--- config.mk ---
export PLATFORM = sky130hd
export DESIGN_NAME = dbg_cause_unit
export DESIGN_NICKNAME = d
export VERILOG_FILES = /design/src/rtl/dbg_cause_pkg.sv /design/src/rtl/dbg_cause_ctrl.sv /design/src/rtl/dbg_cause_dp.sv /design/src/rtl/dbg_cause_unit.sv
export SDC_FILE = /design/constraint.sdc
export NUM_CORES = 1
export LEC_CHECK = 0
export BUFFER_PORTS_ARGS = -buffer_cell sky130_fd_sc_hd__buf_2
export CAP_MARGIN = 20
export CORE_UTILIZATION = 45
export DETAILED_ROUTE_END_ITERATION = 10
export PLACE_DENSITY = 0.84
export SLEW_MARGIN = 20
export SYNTH_ARGS = -nofsm -noshare
export SYNTH_HDL_FRONTEND = slang
export SYNTH_SLANG_ARGS = --single-unit
export TNS_END_PERCENT = 30
--- constraint.sdc ---
create_clock -name clk -period 2.8 [get_ports clk]
set_clock_uncertainty 0.05 [all_clocks]
set_input_delay 0.28 -clock clk [delete_from_list [all_inputs] [get_ports clk]]
set_output_delay 0.28 -clock clk [all_outputs]
set_load 0.05 [all_outputs]
--- src/rtl/dbg_cause_pkg.sv ---
package dbg_cause_pkg;
  localparam int SRC_N   = 5;
  localparam int IDX_LSB = 8;
  localparam int SRC_ICNT = 0;
  localparam int SRC_IBRK = 1;
  localparam int SRC_DBRK = 2;
  localparam int SRC_BRKW = 3;
  localparam int SRC_BRKN = 4;

  typedef struct packed {
    logic             take;
    logic [SRC_N-1:0] srcSel;
    logic             cntStep;
  } dbgStrobe_t;
endpackage

--- src/rtl/dbg_cause_ctrl.sv ---
module dbg_cause_ctrl
  import dbg_cause_pkg::*;
#(
  parameter int LVL_W     = 4,
  parameter int DBG_LEVEL = 6
) (
  input  logic             instValid,
  input  logic [LVL_W-1:0] levelNow,
  input  logic [LVL_W-1:0] cntLevel,
  input  logic             cntAtMax,
  input  logic             ibreakHit,
  input  logic             dbreakHit,
  input  logic             breakWide,
  input  logic             breakNarrow,
  output dbgStrobe_t       strobe
);
  localparam logic [LVL_W-1:0] DBG_LVL_V = LVL_W'(DBG_LEVEL);

  logic             belowDbg;
  logic             counted;
  logic [SRC_N-1:0] req;
  logic [SRC_N-1:0] sel;

  assign belowDbg = levelNow < DBG_LVL_V;
  assign counted  = instValid && (levelNow < cntLevel);

  always_comb begin
    req           = '0;
    req[SRC_ICNT] = counted && cntAtMax;
    req[SRC_IBRK] = instValid && belowDbg && ibreakHit;
    req[SRC_DBRK] = instValid && belowDbg && dbreakHit;
    req[SRC_BRKW] = instValid && belowDbg && breakWide;
    req[SRC_BRKN] = instValid && belowDbg && breakNarrow;
  end

  // Fixed ranking: lower bit index wins.
  always_comb begin
    logic found;
    found = 1'b0;
    sel   = '0;
    for (int i = 0; i < SRC_N; i++) begin
      sel[i] = req[i] && !found;
      found  = found || req[i];
    end
  end

  always_comb begin
    strobe.take    = |sel;
    strobe.srcSel  = sel;
    strobe.cntStep = counted;
  end
endmodule

--- src/rtl/dbg_cause_dp.sv ---
module dbg_cause_dp
  import dbg_cause_pkg::*;
#(
  parameter int ADDR_W    = 32,
  parameter int IDX_W     = 4,
  parameter int CNT_W     = 32,
  parameter int LVL_W     = 4,
  parameter int DBG_LEVEL = 6
) (
  input  logic                  clk,
  input  logic                  rst,
  input  dbgStrobe_t            strobe,
  input  logic [ADDR_W-1:0]     instPc,
  input  logic [IDX_W-1:0]      dbreakIdx,
  input  logic                  cntWrEn,
  input  logic [CNT_W-1:0]      cntWrData,
  input  logic                  psWrEn,
  input  logic [LVL_W:0]        psWrData,
  output logic                  cntAtMax,
  output logic                  dbgTake,
  output logic [LVL_W-1:0]      vecLevel,
  output logic [IDX_LSB+IDX_W-1:0] cause,
  output logic [ADDR_W-1:0]     epc,
  output logic [LVL_W:0]        psLow
);
  localparam int CAUSE_W = IDX_LSB + IDX_W;
  localparam logic [LVL_W-1:0] DBG_LVL_V = LVL_W'(DBG_LEVEL);
  localparam logic [LVL_W:0]   PS_ENTRY  = {1'b1, DBG_LVL_V};
  localparam logic [LVL_W:0]   PS_RESET  = '1;

  logic [CNT_W-1:0]   cnt;
  logic [CAUSE_W-1:0] causeNext;

  assign cntAtMax = &cnt;

  always_comb begin
    causeNext = '0;
    causeNext[SRC_N-1:0] = strobe.srcSel;
    if (strobe.srcSel[SRC_DBRK]) causeNext[IDX_LSB +: IDX_W] = dbreakIdx;
  end

  always_ff @(posedge clk) begin
    if (rst) begin
      cause    <= '0;
      epc      <= '0;
      psLow    <= PS_RESET;
      dbgTake  <= 1'b0;
      vecLevel <= '0;
    end else begin
      dbgTake  <= strobe.take;
      vecLevel <= strobe.take ? DBG_LVL_V : '0;
      if (strobe.take) begin
        cause <= causeNext;
        epc   <= instPc;
        psLow <= PS_ENTRY;
      end else if (psWrEn) begin
        psLow <= psWrData;
      end
    end
  end

  always_ff @(posedge clk) begin
    if (rst)                 cnt <= '0;
    else if (cntWrEn)        cnt <= cntWrData;
    else if (strobe.cntStep) cnt <= cnt + 1'b1;
  end
endmodule

--- src/rtl/dbg_cause_unit.sv ---
module dbg_cause_unit
  import dbg_cause_pkg::*;
#(
  parameter int ADDR_W    = 32,
  parameter int IDX_W     = 4,
  parameter int CNT_W     = 32,
  parameter int LVL_W     = 4,
  parameter int DBG_LEVEL = 6
) (
  input  logic                     clk,
  input  logic                     rst,
  input  logic                     instValid,
  input  logic [ADDR_W-1:0]        instPc,
  input  logic                     ibreakHit,
  input  logic                     dbreakHit,
  input  logic [IDX_W-1:0]         dbreakIdx,
  input  logic                     breakWide,
  input  logic                     breakNarrow,
  input  logic                     cntWrEn,
  input  logic [CNT_W-1:0]         cntWrData,
  input  logic [LVL_W-1:0]         cntLevel,
  input  logic                     psWrEn,
  input  logic [LVL_W:0]           psWrData,
  output logic                     dbgTake,
  output logic [LVL_W-1:0]         vecLevel,
  output logic [IDX_LSB+IDX_W-1:0] cause,
  output logic [ADDR_W-1:0]        epc,
  output logic [LVL_W:0]           psLow
);
  dbgStrobe_t strobe;
  logic       cntAtMax;

  dbg_cause_ctrl #(.LVL_W(LVL_W), .DBG_LEVEL(DBG_LEVEL)) u_ctrl (
    .instValid  (instValid),
    .levelNow   (psLow[LVL_W-1:0]),
    .cntLevel   (cntLevel),
    .cntAtMax   (cntAtMax),
    .ibreakHit  (ibreakHit),
    .dbreakHit  (dbreakHit),
    .breakWide  (breakWide),
    .breakNarrow(breakNarrow),
    .strobe     (strobe)
  );

  dbg_cause_dp #(
    .ADDR_W(ADDR_W), .IDX_W(IDX_W), .CNT_W(CNT_W),
    .LVL_W(LVL_W), .DBG_LEVEL(DBG_LEVEL)
  ) u_dp (
    .clk      (clk),
    .rst      (rst),
    .strobe   (strobe),
    .instPc   (instPc),
    .dbreakIdx(dbreakIdx),
    .cntWrEn  (cntWrEn),
    .cntWrData(cntWrData),
    .psWrEn   (psWrEn),
    .psWrData (psWrData),
    .cntAtMax (cntAtMax),
    .dbgTake  (dbgTake),
    .vecLevel (vecLevel),
    .cause    (cause),
    .epc      (epc),
    .psLow    (psLow)
  );
endmodule

==> flow_summary_export.csv <==
group,metric,value,unit
logic_synthesis,yosys_register_bits,79,
drt,drt-pass1-iter-count,5,
cells_and_area,final_util,58.1,%
sta,hold_viol,0,
drt,first_iter_violations,189,
drt,drc,0,
worst_setup_path,start_kind,"flip-flop",
drt,ant_nets,0,
cells_and_area,area_delta_synth_final,23.2,%
logic_synthesis,yosys_warnings,0,
floorplanning,pin_count,140,
worst_setup_path,critPathKind,"reg2reg",
power,p_seq_share,49.6,%
cts,cts_tree,"built",
job,maxCapViolCount,0,
worst_setup_path,regToRegStartpoint,"u_dp.psLow[2]$_SDFFE_PP1P_",
sta,max_freq,398,MHz
logic_synthesis,yosys.area_share.adder,1.28,%
cts,cts_sinks,79,
placed_design,dp_hpwl,7440,um
cells_and_area,fillers,739,
cells_and_area,instances_no_fill,683,
placed_design,placed_cell_area,4620,um^2
worst_setup_path,required,3.00,ns
worst_setup_path,arrival,2.71,ns
logic_synthesis,postSynthCellCount,455,
sta,worstMarginPinSlew,0.746,ns
drt,wl_per_cell,15.4,um
power,clock_power_share,36.7,%
min_path,min_from,"psWrData[1]",
logic_synthesis,synth-simple-area-share,17.0,%
power,p_switching,0.720,mW
logic_synthesis,synth_area_per_cell,8.60,um^2
cts,ctsHoldBuffers,0,
worst_setup_path,cp_max_fo,9,
cts,path_clk_slew,0.08,ns
sta,drv_slew,0,
floorplanning,die_h,95.2,um
drt,via_per_inst,5.76,
placed_design,place_worst_setup_slack,0.287,ns
power,power.total,2.44,mW
sta,setup_tns,0,ns
cts,cts_buffer_depth,2,
placed_design,place_inst,667,
cells_and_area,num_antenna_cells,0,
worst_setup_path,end_kind,"flip-flop",
logic_synthesis,synthArstFlopShare,0,%
drt,wirelength,10500,um
min_path,hold_path.class,"in2reg",
min_path,whs_path_depth,3,
sta,whs,0.104,ns
logic_synthesis,synth-xor-area-share,3.81,%
sta,finalCritPeriodShare,89.7,%
global_routing,grt_pass1_wl,16800,um
logic_synthesis,synth_cell_type_count,57,
cts,cts_resized,0,
power,comb_power_share,13.7,%
logic_synthesis,synth_area,3910,um^2
power,ir_drop,315,uV
cts,cts_buffers,9,
global_routing,antenna_found_initial,0,
global_routing,grt_max_degree,53,
logic_synthesis,synth-compound-area-share,28.9,%
logic_synthesis,synth_top_family_by_area,"compound AO/OA/AOI/OAI gates",
floorplanning,num_rows,33,
cells_and_area,drive_gt1_share,35.5,%
placed_design,gp_congestion,0.850,
placed_design,numPortBuffers,134,
power,power.density,506,nW/um^2
logic_synthesis,muxShareOfSynthArea,1.28,%
sta,layout_min_cycle_time,2.51,ns
cts,cts-root-buf,"clkbuf_8",
global_routing,grt-ovfl-total,0,
cells_and_area,layout_commonest_cell,"buf_2",
cells_and_area,fin_area,4820,um^2
sta,setup_ws,0.289,ns
global_routing,grt_util_all_layers,23.9,%
sta,finalSetupViolCount,0,
sta,slew_headroom,49.9,%
logic_synthesis,synth-seq-area-share,40.4,%
cells_and_area,nNetsFinal,663,
worst_setup_path,critPathLaunch,"u_dp.psLow[2]$_SDFFE_PP1P_",
power,switching_share,29.5,%
cts,insertion_delay,0.36,ns
worst_setup_path,r2r_slack,0.29,ns
drt,route.vias.total,3935,
power,total_leakage_power,2.09,nW
logic_synthesis,synth_edf_count,0,
global_routing,grt_pass1_vias,3697,
floorplanning,coreArea,8300,um^2
logic_synthesis,yosys_most_used_dff,"dfxtp_1",
floorplanning,fp.dieArea,9070,um^2
cts,htree_levels,3,
power,p_int,1.72,mW
status,status,"finished clean",
floorplanning,die_w,95.2,um
cts,cts_setup_buffers,0,
worst_setup_path,r2r_cells,6,
floorplanning,start_util,47.1,%
cells_and_area,final_cell_mix,"buf_2, dfxtp_1, nand2_1",
sta,rsz0062_at_grt,"no",
## routing by layer
metal | share of wire, % | global-route usage (%) | vias to the layer above
met2 | 49 | 41.0 | 182
met3 | 7.9 | 8.05 | 18
li1 | - | - | 1911
met4 | 1.9 | 9.60 | 0
met1 | 41 | 27.0 | 1824
met5 | 0 | 0 | -
## power groups by stage
stage | clock (mW) | sequential, mW | combinational [mW]
floorplan | 0 | 1.27 | 0.179
global placement | 0 | 1.23 | 0.323
detailed placement | 0 | 1.23 | 0.331
CTS | 0.907 | 1.21 | 0.333
global route | 0.954 | 1.22 | 0.365
finish | 0.895 | 1.21 | 0.334
## registers in the layout, indices dropped and copies added, names as in the netlist
| register | cells |
|---|---|
| u_dp.psLow | 5 |
| u_dp.vecLevel | 1 |
| u_dp.epc | 32 |
| u_dp.cnt | 32 |
| u_dp.cause | 9 |
## cell usage after synthesis (3+ instances only)
library cell	instances	share of area, %
ha_1	4	1.3
inv_1	14	1.3
a21oi_1	40	5.1
clkbuf_1	28	2.7
a311oi_1	9	2.0
xnor2_1	12	2.7
a32oi_1	5	1.1
nand4_1	8	1.3
buf_6	3	0.86
buf_4	9	1.7
dfxtp_1	79	40
or3_1	4	0.64
nand3_1	14	1.8
nor2_1	36	3.5
and4_1	5	1.1
mux2i_1	5	1.3
o2111a_1	3	0.86
o21ai_0	14	1.8
and2_1	4	0.64
and3_1	5	0.80
xor2_1	5	1.1
a211oi_1	24	4.6
a31o_2	34	7.6
nand2_1	44	4.2
nand2b_1	3	0.48
## layout make-up
type	count	area (um^2)	area share, %
Multi-Input combinational cell	320	2080	43.1
Sequential cell	79	1580	32.8
Timing Repair Buffer	147	768	15.9
Tap cell	105	131	2.72
Clock buffer	9	124	2.57
Clock inverter	7	78.8	1.63
Inverter	16	60.1	1.25
## critical path, cell delays in order, from the launching register on
cell and delay [ns]:
dfxtp_1 0.35, ha_1 0.22, nor4b_2 0.29, o21ai_1 0.33
a211oi_1 0.61, a41oi_1 0.20, o311a_1 0.35
## worst paths after layout
path,end
hold / removal,u_dp.psLow[1]$_SDFFE_PP1P_
setup / recovery,u_dp.cnt[21]$_SDFFE_PP0P_
hold reg to reg,u_dp.epc[22]$_SDFFE_PP0P_
setup reg to reg,u_dp.cnt[21]$_SDFFE_PP0P_
## logic make-up after synthesis
logic type | after synthesis
AOI/OAI and AO/OA | 154
xor gates and xnor gates | 17
adders and majority gates | 4
buffers and inverters | 60
DFF | 79
muxes | 5
other | 1
and+or+nand+nor | 135
Note: power is estimated with default switching activity, not from simulation.
